--- config.mk ---
export PLATFORM = sky130hd
export DESIGN_NAME = uwire_cmd_master
export DESIGN_NICKNAME = d
export VERILOG_FILES = /design/src/rtl/uwire_pkg.sv /design/src/rtl/uw_half_timer.sv /design/src/rtl/uw_shift_reg.sv /design/src/rtl/uwire_cmd_master.sv
export SDC_FILE = /design/constraint.sdc
export NUM_CORES = 1
export LEC_CHECK = 0
export BUFFER_PORTS_ARGS = -buffer_cell sky130_fd_sc_hd__buf_4
export CAP_MARGIN = 20
export CELL_PAD_IN_SITES_DETAIL_PLACEMENT = 1
export CELL_PAD_IN_SITES_GLOBAL_PLACEMENT = 1
export CORE_MARGIN = 3
export CORE_UTILIZATION = 48
export CTS_CLUSTER_SIZE = 30
export DETAILED_ROUTE_END_ITERATION = 16
export GPL_ROUTABILITY_DRIVEN = 0
export GPL_TIMING_DRIVEN = 0
export PLACE_DENSITY_LB_ADDON = 0.12
export SKIP_CTS_REPAIR_TIMING = 1
export SLEW_MARGIN = 30
export SYNTH_ARGS = -nofsm -noshare
export SYNTH_HDL_FRONTEND = slang
export SYNTH_SLANG_ARGS = --single-unit
--- constraint.sdc ---
create_clock -name clk -period 3.2 [get_ports clk]
set_clock_uncertainty 0.1 [all_clocks]
set_input_delay 0.64 -clock clk [delete_from_list [all_inputs] [get_ports clk]]
set_output_delay 0.64 -clock clk [all_outputs]
set_load 0.02 [all_outputs]
--- src/rtl/uwire_pkg.sv ---
package uwire_pkg;

    typedef enum logic [1:0] {
        OP_EXT   = 2'b00,
        OP_WRITE = 2'b01,
        OP_READ  = 2'b10,
        OP_ERASE = 2'b11
    } uw_op_e;

    typedef enum logic [2:0] {
        ST_IDLE,
        ST_ARM,
        ST_TX_LO,
        ST_TX_HI,
        ST_TX_TAIL,
        ST_RX_HI,
        ST_RX_LO,
        ST_STOP
    } uw_state_e;

endpackage

--- src/rtl/uw_half_timer.sv ---
module uw_half_timer #(
    parameter int HALF_CYCLES = 5
) (
    input  logic clk,
    input  logic rst_n,
    input  logic run_i,
    output logic tick_o
);
    localparam int CNT_W = (HALF_CYCLES > 1) ? $clog2(HALF_CYCLES) : 1;
    localparam logic [CNT_W-1:0] LAST = CNT_W'(HALF_CYCLES - 1);

    logic [CNT_W-1:0] cnt_q;

    assign tick_o = run_i && (cnt_q == LAST);

    always_ff @(posedge clk or negedge rst_n) begin
        if (!rst_n)
            cnt_q <= '0;
        else if (!run_i || tick_o)
            cnt_q <= '0;
        else
            cnt_q <= cnt_q + 1'b1;
    end
endmodule

--- src/rtl/uw_shift_reg.sv ---
module uw_shift_reg #(
    parameter int WIDTH = 9
) (
    input  logic             clk,
    input  logic             rst_n,
    input  logic             load_i,
    input  logic [WIDTH-1:0] load_val_i,
    input  logic             shift_i,
    input  logic             ser_i,
    output logic [WIDTH-1:0] q_o
);
    always_ff @(posedge clk or negedge rst_n) begin
        if (!rst_n)
            q_o <= '0;
        else if (load_i)
            q_o <= load_val_i;
        else if (shift_i)
            q_o <= {q_o[WIDTH-2:0], ser_i};
    end
endmodule

--- src/rtl/uwire_cmd_master.sv ---
module uwire_cmd_master
    import uwire_pkg::*;
#(
    parameter int HALF_CYCLES = 5,
    parameter int ADDR_W      = 6,
    parameter int DATA_W      = 16
) (
    input  logic              clk,
    input  logic              rst_n,
    input  logic              start_i,
    input  logic [1:0]        op_i,
    input  logic [ADDR_W-1:0] addr_i,
    output logic              busy_o,
    output logic              done_o,
    output logic [DATA_W-1:0] rdata_o,
    output logic              man_o,
    output logic              cs_o,
    output logic              sk_o,
    output logic              di_o,
    input  logic              do_i
);
    localparam int CMD_W = 1 + 2 + ADDR_W;
    localparam int MAX_W = (CMD_W > DATA_W) ? CMD_W : DATA_W;
    localparam int BIT_W = $clog2(MAX_W);
    localparam logic [BIT_W-1:0] CMD_LAST  = BIT_W'(CMD_W - 1);
    localparam logic [BIT_W-1:0] DATA_LAST = BIT_W'(DATA_W - 1);

    uw_state_e         state_q, state_d;
    logic [BIT_W-1:0]  bit_q;
    logic              read_q;
    logic              done_q;
    logic [DATA_W-1:0] rdata_q;
    logic              tick;
    logic              accept;
    logic [CMD_W-1:0]  tx_q;
    logic [DATA_W-1:0] rx_q;
    logic              tx_shift, rx_shift;

    assign accept = (state_q == ST_IDLE) && start_i;

    uw_half_timer #(.HALF_CYCLES(HALF_CYCLES)) timer_i (
        .clk    (clk),
        .rst_n  (rst_n),
        .run_i  (state_q != ST_IDLE),
        .tick_o (tick)
    );

    assign tx_shift = (state_q == ST_TX_HI) && tick && (bit_q != CMD_LAST);

    uw_shift_reg #(.WIDTH(CMD_W)) tx_i (
        .clk        (clk),
        .rst_n      (rst_n),
        .load_i     (accept),
        .load_val_i ({1'b1, op_i, addr_i}),
        .shift_i    (tx_shift),
        .ser_i      (1'b0),
        .q_o        (tx_q)
    );

    assign rx_shift = (state_q == ST_RX_LO) && tick;

    uw_shift_reg #(.WIDTH(DATA_W)) rx_i (
        .clk        (clk),
        .rst_n      (rst_n),
        .load_i     (accept),
        .load_val_i ('0),
        .shift_i    (rx_shift),
        .ser_i      (do_i),
        .q_o        (rx_q)
    );

    // next-state logic
    always_comb begin
        state_d = state_q;
        unique case (state_q)
            ST_IDLE:    if (start_i) state_d = ST_ARM;
            ST_ARM:     if (tick) state_d = ST_TX_LO;
            ST_TX_LO:   if (tick) state_d = ST_TX_HI;
            ST_TX_HI:   if (tick) begin
                            if (bit_q != CMD_LAST) state_d = ST_TX_LO;
                            else if (read_q)       state_d = ST_TX_TAIL;
                            else                   state_d = ST_STOP;
                        end
            ST_TX_TAIL: if (tick) state_d = ST_RX_HI;
            ST_RX_HI:   if (tick) state_d = ST_RX_LO;
            ST_RX_LO:   if (tick) state_d = (bit_q == DATA_LAST) ? ST_STOP : ST_RX_HI;
            ST_STOP:    if (tick) state_d = ST_IDLE;
            default:    state_d = ST_IDLE;
        endcase
    end

    // state register and transaction bookkeeping
    always_ff @(posedge clk or negedge rst_n) begin
        if (!rst_n) begin
            state_q <= ST_IDLE;
            bit_q   <= '0;
            read_q  <= 1'b0;
            done_q  <= 1'b0;
            rdata_q <= '0;
        end else begin
            state_q <= state_d;
            done_q  <= (state_q == ST_STOP) && tick;
            if (accept) begin
                bit_q  <= '0;
                read_q <= (uw_op_e'(op_i) == OP_READ);
            end else if (tick && (state_q == ST_TX_HI || state_q == ST_RX_LO)) begin
                if (state_d == ST_TX_LO || state_d == ST_RX_HI)
                    bit_q <= bit_q + 1'b1;
                else
                    bit_q <= '0;
            end
            if ((state_q == ST_STOP) && tick && read_q)
                rdata_q <= rx_q;
        end
    end

    // pin and status outputs
    always_comb begin
        man_o = 1'b1;
        cs_o  = 1'b0;
        sk_o  = 1'b0;
        di_o  = 1'b1;
        unique case (state_q)
            ST_IDLE:    man_o = 1'b0;
            ST_ARM:     ;
            ST_TX_LO:   begin cs_o = 1'b1; di_o = tx_q[CMD_W-1]; end
            ST_TX_HI:   begin cs_o = 1'b1; sk_o = 1'b1; di_o = tx_q[CMD_W-1]; end
            ST_TX_TAIL: begin cs_o = 1'b1; di_o = tx_q[CMD_W-1]; end
            ST_RX_HI:   begin cs_o = 1'b1; sk_o = 1'b1; di_o = tx_q[CMD_W-1]; end
            ST_RX_LO:   begin cs_o = 1'b1; di_o = tx_q[CMD_W-1]; end
            ST_STOP:    ;
            default:    man_o = 1'b0;
        endcase
    end

    assign busy_o  = (state_q != ST_IDLE);
    assign done_o  = done_q;
    assign rdata_o = rdata_q;
endmodule

### After elaboration in Yosys (flattened, before gate mapping)

Cells that the tools add are included.

* bits in registers: 53
* input bits: 12
* output and inout bits: 22
* word-level logic and storage cells: 66

* $add $sub $neg: 2
* equality and inequality tests: 13
* multiplexer cells: 24
* reduce and logical (&&, ||, !) cells: 19

Operators by type and width (number)
* 2-to-1 mux 16 bit: 2
* 2-to-1 mux 3 bit: 10
* case mux 3 bit (8 select lines): 1
* == test 3 bit (second input constant): 6
* 2-to-1 mux 9 bit: 2
* 2-to-1 mux 4 bit: 3
* == test 3 x 2 -> 1 bit (second input constant): 3
* logical AND 1 bit: 8
* nonzero test 2 bit: 3
* OR reduction 5 bit: 1
* adder 4 x 1 -> 4 bit (second input constant): 1
* == test 4 bit (second input constant): 1
* 2-to-1 mux 1 bit: 4
* 2-to-1 mux 2 bit: 2
* inequality test 4 bit (second input constant): 1
* adder 3 x 1 -> 3 bit (second input constant): 1
* == test 3 x 1 -> 1 bit (second input constant): 1
* zero test 3 bit: 1
* logical OR 1 bit: 3
* nonzero test 3 bit: 1
* == test 2 bit (second input constant): 1
* OR reduction 2 bit: 1
* zero test 1 bit: 1

### Depth between registers and ports, before layout

Gate-level depths: netlist of the first run.

* word-level depth: 9
* mapped depth: 10
* depth with buffers taken out: 7

### Cells and area by module

From an unflattened synthesis of the first run, not the netlist that was laid out.

* cells, all modules: 230
* area total of the unflattened synthesis: 2538.7 µm²

By module, submodules not included
* uwire_cmd_master: times used 1, cells an instance 107, area an instance 1211.2 µm², sequential area each 625.6 µm²
* uw_shift_reg (rx_i): times used 1, cells an instance 69, area an instance 744.5 µm², sequential area each 400.4 µm²
* uw_shift_reg (tx_i): times used 1, cells an instance 39, area an instance 431.7 µm², sequential area each 225.2 µm²
* uw_half_timer: times used 1, cells an instance 15, area an instance 151.4 µm², sequential area each 75.1 µm²

### Worst setup path before layout of the first run

Ideal clock, no wire load.

* path kind: reg-to-output
* from: reg state_q[2]
* to: out man_o
* arrival time: 1.280 ns
* data required time: 2.460 ns
* setup slack: 1.180 ns
* cell stages (with the launch flop): 4
* path through: dfrtp_1 buf_2 or3_1 buf_4

* cells in the longest elaborated chain, start to end: 2

RTL lines
* start: declaration: line uwire_cmd_master.sv:28 `uw_state_e state_q, state_d;`
* start signal: assignment: line uwire_cmd_master.sv:101 `state_q <= state_d;`
* zero test 3 bit: line uwire_cmd_master.sv:123 `unique case (state_q)`
* 2-to-1 mux 1 bit: line uwire_cmd_master.sv:123
* end: declaration: line uwire_cmd_master.sv:16 `output logic man_o,`

No other way between the ends.

### Worst setup path after layout of the first run

Ends and elaborated chain as after synthesis.

==> metrics.json, run 1 <==
{
  "layout.area.seq_um2": 1330,
  "wl_met3_um": 174,
  "multi_input_comb_area_um2": 995,
  "rsz0062_at_grt": "no",
  "cts-buffers-inserted": 5,
  "synthCells": 229,
  "setup_viol": 0,
  "post-route-period-util_pct": 76.9,
  "cts.path.max_buffers": 2,
  "floorplan_die_area_um2": 6000,
  "yosys.area_share.adder_pct": 2.04,
  "final_cell_mix": "sky130_fd_sc_hd__dfrtp_1, sky130_fd_sc_hd__nand2_1, sky130_fd_sc_hd__buf_4, sky130_fd_sc_hd__nor2_1, sky130_fd_sc_hd__o21ai_0",
  "maxCapViolations": 0,
  "grt_max_degree": 54,
  "most_common_cell_after_layout_fill_and_taps_aside": "sky130_fd_sc_hd__dfrtp_1",
  "vdd_drop_max_v": 0.000351,
  "grt_pass1_vias": 1918,
  "area_of_the_core_region_um2": 4820,
  "core.rowCount": 25,
  "worst_skew_pair.late_latency_ps": 300,
  "antenna_found_initial": 0,
  "grt_pass1_wl_mm": 9.22,
  "drtPass1Iterations": 4,
  "setup.worst_path.end_class": "output pin",
  "synth-seq-cells": 53,
  "drt_drc_violations_left": 0,
  "synth_mux_area_share_pct": 10.2,
  "drive_above_1_share_pct": 26.7,
  "boundary_pin_count": 34,
  "buffer_ports.inserted": 33,
  "hold_class": "in -> async",
  "min_period_ps": 2460,
  "wire_per_inst_um": 15.8,
  "syn_area_per_cell_um2": 10.7,
  "synthesis.area_um2": 2450,
  "grt_use_total_pct": 19.4,
  "antenna_cells": 0,
  "synth_cell_type_count": 39,
  "hold_violations": 0,
  "worst_slew_margin_rel_pct": 54.9,
  "synth_sequential_area_ratio_pct": 54.1,
  "max_transition_viols_final": 0,
  "drt_first_iter_violations": 73,
  "crit_type": "reg -> out",
  "start_util_pct": 50.9,
  "powerDensity_nw_per_um2": 695,
  "cp.required_ps": 2460,
  "synthesis.nets": 245,
  "synth_xor_area_share_pct": 1.43,
  "fillers": 551,
  "final_net_count": 285,
  "die_h_um": 77.4,
  "drtAntennaViolNets": 0,
  "status": "finished, final reports clean",
  "total_power_uw": 2000,
  "cts.reportedPaths.clkPinSlew_ps": 90,
  "synthesis.yosys.warnings": 0,
  "max_clock_freq_ghz": 0.406,
  "clock-root-buffer": "sky130_fd_sc_hd__clkbuf_8",
  "num_vias": 1778,
  "synth_simple_gate_area_share_pct": 18.1,
  "highest-signal-layer": "met4",
  "layout_area_growth_over_synthesis_pct": 17.5,
  "die_w_um": 77.4,
  "met2RoutedLength_mm": 2.78,
  "h-tree-depth": 2,
  "leakagePower_uw": 0.00139,
  "wl_met1_mm": 2.35,
  "fraction_of_the_mapped_netlist_area_in_compound_gates_pct": 8.78,
  "cts_num_sinks": 53,
  "setup_tns_ps": 0,
  "place_ws_ps": 1080,
  "worstPathMaxFanout": 10,
  "place_hpwl_mm": 3.88,
  "critical_path.startpoint_type": "register",
  "route.final.wire_length_mm": 5.34,
  "cts_tree": "done",
  "crit_arrival_ps": 1720,
  "viasPerCell": 5.28,
  "combinational_family_with_the_most_area_after_synthesis": "simple AND/OR/NAND/NOR gates",
  "overflow_left_after_global_routing": 0,
  "worst_slew_pin_slew_ps": 677,
  "final_critical_path_setup_slack_ps": 739
}
-- final timing paths --
check                                                start                      end  slack, ps  cells after the start
worst max register to register  timer_i.cnt_q[0]$_DFF_PN0_  tx_i.q_o[6]$_DFFE_PN0P_       1090                     10
min in group clk                   rdata_o[11]$_DFFE_PN0P_  rdata_o[11]$_DFFE_PN0P_        400                      1
worst min-delay path                                 rst_n   rdata_o[0]$_DFFE_PN0P_        260                      1
worst min register to register     rdata_o[11]$_DFFE_PN0P_  rdata_o[11]$_DFFE_PN0P_        400                      1
max in group asynchronous                            rst_n     state_q[1]$_DFF_PN0_       2290                      1
worst max-delay path                  state_q[2]$_DFF_PN0_                    man_o        740                      4
-- area by class of cell --
| cell class | count | share of cell area [%] |
|---|---|---|
| Sequential cell | 53 | 46.1 |
| Multi-Input combinational cell | 154 | 34.6 |
| Clock buffer | 6 | 2.87 |
| Timing Repair Buffer | 33 | 8.61 |
| Inverter | 7 | 0.913 |
| Buffer | 15 | 3.57 |
| Clock inverter | 2 | 0.478 |
| Tap cell | 67 | 2.91 |
-- where the power goes --
group	internal (uW)	switching (uW)	leakage (uW)
registers	854	139	0.000687
logic	270	338	0.000653
clock network	176	223	0.0000512
-- logic make-up after synthesis --
| group | Yosys count |
|---|---|
| AO/OA/AOI/OAI | 32 |
| XOR/XNOR | 4 |
| adder cells (fa/ha/maj) | 4 |
| buffers and inverters | 22 |
| flip-flops | 53 |
| multiplexers | 23 |
| AND/OR/NAND/NOR | 91 |
-- Yosys cell counts --
cell type,instances,area [um^2]
sky130_fd_sc_hd__a311oi_1,1,8.76
sky130_fd_sc_hd__a31oi_1,7,43.8
sky130_fd_sc_hd__ha_1,4,50.1
sky130_fd_sc_hd__buf_4,3,22.5
sky130_fd_sc_hd__inv_1,7,26.3
sky130_fd_sc_hd__o21ai_0,13,65.1
sky130_fd_sc_hd__nor2_1,15,56.3
sky130_fd_sc_hd__mux2i_1,7,70.1
sky130_fd_sc_hd__buf_6,2,22.5
sky130_fd_sc_hd__or3_1,3,18.8
sky130_fd_sc_hd__a32o_2,1,11.3
sky130_fd_sc_hd__and2_1,2,12.5
sky130_fd_sc_hd__nand2_1,46,173
sky130_fd_sc_hd__mux2_2,6,67.6
sky130_fd_sc_hd__and4_4,1,11.3
sky130_fd_sc_hd__a41oi_2,1,16.3
sky130_fd_sc_hd__mux2_1,10,113
sky130_fd_sc_hd__a31oi_2,2,25.0
sky130_fd_sc_hd__xor2_1,2,17.5
sky130_fd_sc_hd__and3_1,3,18.8
sky130_fd_sc_hd__buf_2,7,35.0
sky130_fd_sc_hd__xnor2_1,2,17.5
sky130_fd_sc_hd__nor3b_1,4,30.0
sky130_fd_sc_hd__nand3_1,5,25.0
sky130_fd_sc_hd__buf_8,1,15.0
sky130_fd_sc_hd__a41oi_1,1,8.76
sky130_fd_sc_hd__or2_1,2,12.5
sky130_fd_sc_hd__and3b_1,1,8.76
sky130_fd_sc_hd__o21a_1,1,7.51
sky130_fd_sc_hd__nand3b_1,2,15.0
sky130_fd_sc_hd__dfrtp_1,53,1330
sky130_fd_sc_hd__clkbuf_1,2,7.51
sky130_fd_sc_hd__nand2_2,1,6.26
sky130_fd_sc_hd__nor2_2,2,12.5
sky130_fd_sc_hd__and4bb_2,1,12.5
sky130_fd_sc_hd__a21oi_2,1,8.76
sky130_fd_sc_hd__o21ai_1,4,20.0
sky130_fd_sc_hd__nor2b_1,1,6.26
sky130_fd_sc_hd__nor3b_2,2,25.0
-- critical path, cell delays in order, from the launching register on --
cell	delay, ps
sky130_fd_sc_hd__dfrtp_1	450
sky130_fd_sc_hd__buf_2	220
sky130_fd_sc_hd__or3_1	450
sky130_fd_sc_hd__buf_4	160
sky130_fd_sc_hd__buf_4	140
-- registers in the layout, indices dropped and copies added, names as in the netlist --
signal and count:
state_q 3, done_o 1, rdata_o 16, rx_i.q_o 16
bit_q 4, tx_i.q_o 9, timer_i.cnt_q 3, read_q 1
-- metal layers --
layer  vias to the layer above  global-route usage, %
li1                        851                      -
met1                       894                   24.2
met2                        28                   34.5
met3                         5                   3.94
met4                         0                   4.27
met5                         -                      0
-- per-stage QoR --
stage	utilization [%]	std cells	hold WS, ps	instance area [um^2]
3_5_place_dp	57.7	329	387	2780
4_1_cts	59.7	337	279	2880
6_report	59.7	337	260	2880
3_3_place_gp	57.7	329	375	2780
2_1_floorplan	-	229	244	2450
5_1_grt	59.7	337	293	2880
No activity file was read; power rests on OpenSTA's default activity.
==> inputs of run 2 (changes only) <==
- CORE_UTILIZATION: 48 -> 40
- clock period: 3.2 -> 2.1 ns (I/O delays scaled with it)
==> metrics.json, run 2 (synthesis gave the netlist of run 1 again) <==
{
  "status": {"value": "finished, final reports clean", "change": "unchanged"},
  "h-tree-depth": {"value": 2, "change": "unchanged"},
  "cp.required": {"value": 1580, "unit": "ps", "change": "was 2460 ps"},
  "post-route-period-util_pct": 97.4,
  "cts_tree": {"value": "done", "change": "unchanged"},
  "num_vias": {"value": 1829, "change": "was 1778"},
  "postPlaceCellArea": {"value": 2790, "unit": "um^2", "change": "was 2780 um^2"},
  "layout_area_growth_over_synthesis": {"value": 22.1, "unit": "%", "change": "was 17.5%"},
  "start_util": {"value": 42.9, "unit": "%", "change": "was 50.9%"},
  "worstPathMaxFanout": {"value": 6, "change": "was 10"},
  "setup_tns": {"value": 0, "unit": "ps", "change": "unchanged"},
  "placedCellCount": {"value": 334, "change": "was 329"},
  "die_h": {"value": 84.3, "unit": "um", "change": "was 77.4 um"},
  "grt_use_total": {"value": 15.6, "unit": "%", "change": "was 19.4%"},
  "cts.path.max_buffers": {"value": 2, "change": "unchanged"},
  "hold_class": {"value": "in -> async", "change": "unchanged"},
  "setup_viol": {"value": 0, "change": "unchanged"},
  "antenna_cells": {"value": 0, "change": "unchanged"},
  "place_hpwl": {"value": 3.60, "unit": "mm", "change": "was 3.88 mm"},
  "cts_num_sinks": {"value": 53, "change": "unchanged"},
  "drt_drc_violations_left": {"value": 0, "change": "unchanged"},
  "maxCapViolations": {"value": 0, "change": "unchanged"},
  "drive_above_1_share": {"value": 29.6, "unit": "%", "change": "was 26.7%"},
  "final_cell_mix": {"value": "sky130_fd_sc_hd__dfrtp_1, sky130_fd_sc_hd__nand2_1, sky130_fd_sc_hd__buf_4, sky130_fd_sc_hd__nor2_1, sky130_fd_sc_hd__o21ai_0", "change": "unchanged"},
  "powerDensity": {"value": 1050, "unit": "nW/um^2", "change": "was 695 nW/um^2"},
  "hold_violations": {"value": 0, "change": "unchanged"},
  "leakagePower": {"value": 0.00145, "unit": "uW", "change": "was 0.00139 uW"},
  "worst_slew_pin_slew": {"value": 684, "unit": "ps", "change": "was 677 ps"},
  "critical_path.startpoint_type": {"value": "register", "change": "unchanged"},
  "crit_type": {"value": "reg -> out", "change": "unchanged"},
  "grt_pass1_vias": {"value": 1857, "change": "was 1918"},
  "wire_per_inst": {"value": 15.1, "unit": "um", "change": "was 15.8 um"},
  "area_of_the_core_region": {"value": 5710, "unit": "um^2", "change": "was 4820 um^2"},
  "die_w": {"value": 84.3, "unit": "um", "change": "was 77.4 um"},
  "fillers": {"value": 659, "change": "was 551"},
  "cts-buffers-inserted": {"value": 5, "change": "unchanged"},
  "setup.worst_path.end_class": {"value": "output pin", "change": "unchanged"},
  "worst_skew_pair.late_latency": {"value": 300, "unit": "ps", "change": "about the same"},
  "core.rowCount": {"value": 27, "change": "was 25"},
  "grt_pass1_wl": {"value": 9.05, "unit": "mm", "change": "was 9.22 mm"},
  "clock-root-buffer": {"value": "sky130_fd_sc_hd__clkbuf_8", "change": "unchanged"},
  "cts.reportedPaths.clkPinSlew": {"value": 100, "unit": "ps", "change": "was 90 ps"},
  "boundary_pin_count": {"value": 34, "change": "unchanged"},
  "most_common_cell_after_layout_fill_and_taps_aside": {"value": "sky130_fd_sc_hd__dfrtp_1", "change": "unchanged"},
  "drt_first_iter_violations": {"value": 73, "change": "unchanged"},
  "antenna_found_initial": {"value": 0, "change": "unchanged"},
  "buffer_ports.inserted": {"value": 33, "change": "unchanged"},
  "overflow_left_after_global_routing": {"value": 0, "change": "unchanged"},
  "viasPerCell": {"value": 5.24, "change": "was 5.28"},
  "crit_arrival": {"value": 1530, "unit": "ps", "change": "was 1720 ps"},
  "max_clock_freq_ghz": 0.489,
  "floorplan_die_area": {"value": 7100, "unit": "um^2", "change": "was 6000 um^2"},
  "worst_slew_margin_rel": {"value": 54.4, "unit": "%", "change": "was 54.9%"},
  "final_net_count": {"value": 292, "change": "was 285"},
  "drtAntennaViolNets": {"value": 0, "change": "unchanged"},
  "route.final.wire_length": {"value": 5.27, "unit": "mm", "change": "was 5.34 mm"},
  "drtPass1Iterations": {"value": 5, "change": "was 4"},
  "fin_cells": {"value": 349, "change": "was 337"},
  "post-route-cell-area": {"value": 2990, "unit": "um^2", "change": "was 2880 um^2"},
  "grt_max_degree": {"value": 54, "change": "unchanged"},
  "max_transition_viols_final": {"value": 0, "change": "unchanged"},
  "vdd_drop_max": {"value": 0.000460, "unit": "V", "change": "was 0.000351 V"},
  "min_period_ps": 2050
}
-- run 2: cell count changes in the layout (fill, tap and decap cells not counted), sizes merged --
cell	delta
buf	+6
clkbuf	+1
clkinv	-1
inv	+1
-- run 2: final cells by class --
class                      instances  area [um^2]  area share, %
buffer                            15          131           4.39
clock buffer                       6         72.6           2.43
timing repair buffer              40          300           10.0
clock inverter                     2         13.8          0.460
sequential                        53         1330           44.4
multi-input combinational        154         1030           34.4
inverter                           7         26.3          0.879
tap                               72         90.1           3.01
-- run 2: worst paths after layout --
check / start / end / slack [ps] / cells past startpoint
max in group asynchronous: rst_n / tx_i.q_o[8]$_DFFE_PN0P_ / 1390 / 1
worst min-delay path: rst_n / state_q[1]$_DFF_PN0_ / 30 / 1
worst max-delay path: state_q[1]$_DFF_PN0_ / man_o / 50 / 4
min in group clk: do_i / rx_i.q_o[0]$_DFFE_PN0P_ / 220 / 3
worst min register to register: rx_i.q_o[15]$_DFFE_PN0P_ / rdata_o[15]$_DFFE_PN0P_ / 390 / 1
worst max register to register: timer_i.cnt_q[0]$_DFF_PN0_ / tx_i.q_o[7]$_DFFE_PN0P_ / 80 / 10
-- run 2: metrics by stage --
step	utilization, %	setup slack (ps)	hold slack (ps)	total power (uW)
CTS	50.3	-163	70.7	3050
floorplan	-	255	24.4	2160
global placement	48.8	36.8	375	2420
detailed placement	48.8	-31.0	376	2460
global route	52.4	-26.4	76.3	3380
finish	52.4	53.9	28.7	3130
-- run 2: worst max-delay path, stage by stage (launching register included) --
cell,delay [ps]
sky130_fd_sc_hd__dfrtp_1,400
sky130_fd_sc_hd__buf_6,140
sky130_fd_sc_hd__or3_4,410
sky130_fd_sc_hd__buf_6,130
sky130_fd_sc_hd__buf_4,140
-- run 2: per-layer routing --
layer | vias to the layer above | share of wire, % | routed length, um | global-route usage, %
met4 | 0 | 2.1 | 112 | 6.14
met2 | 40 | 47 | 2500 | 24.7
li1 | 865 | - | - | -
met5 | - | 0 | 0 | 0
met3 | 13 | 3.8 | 199 | 2.65
met1 | 911 | 47 | 2460 | 21.4
-- run 2: where the power goes --
group / leakage, uW / internal [uW] / switching (uW) / total [uW]
registers: 0.000687 / 1300 / 205 / 1510
logic: 0.000717 / 496 / 550 / 1050
clock network: 0.0000456 / 238 / 338 / 576
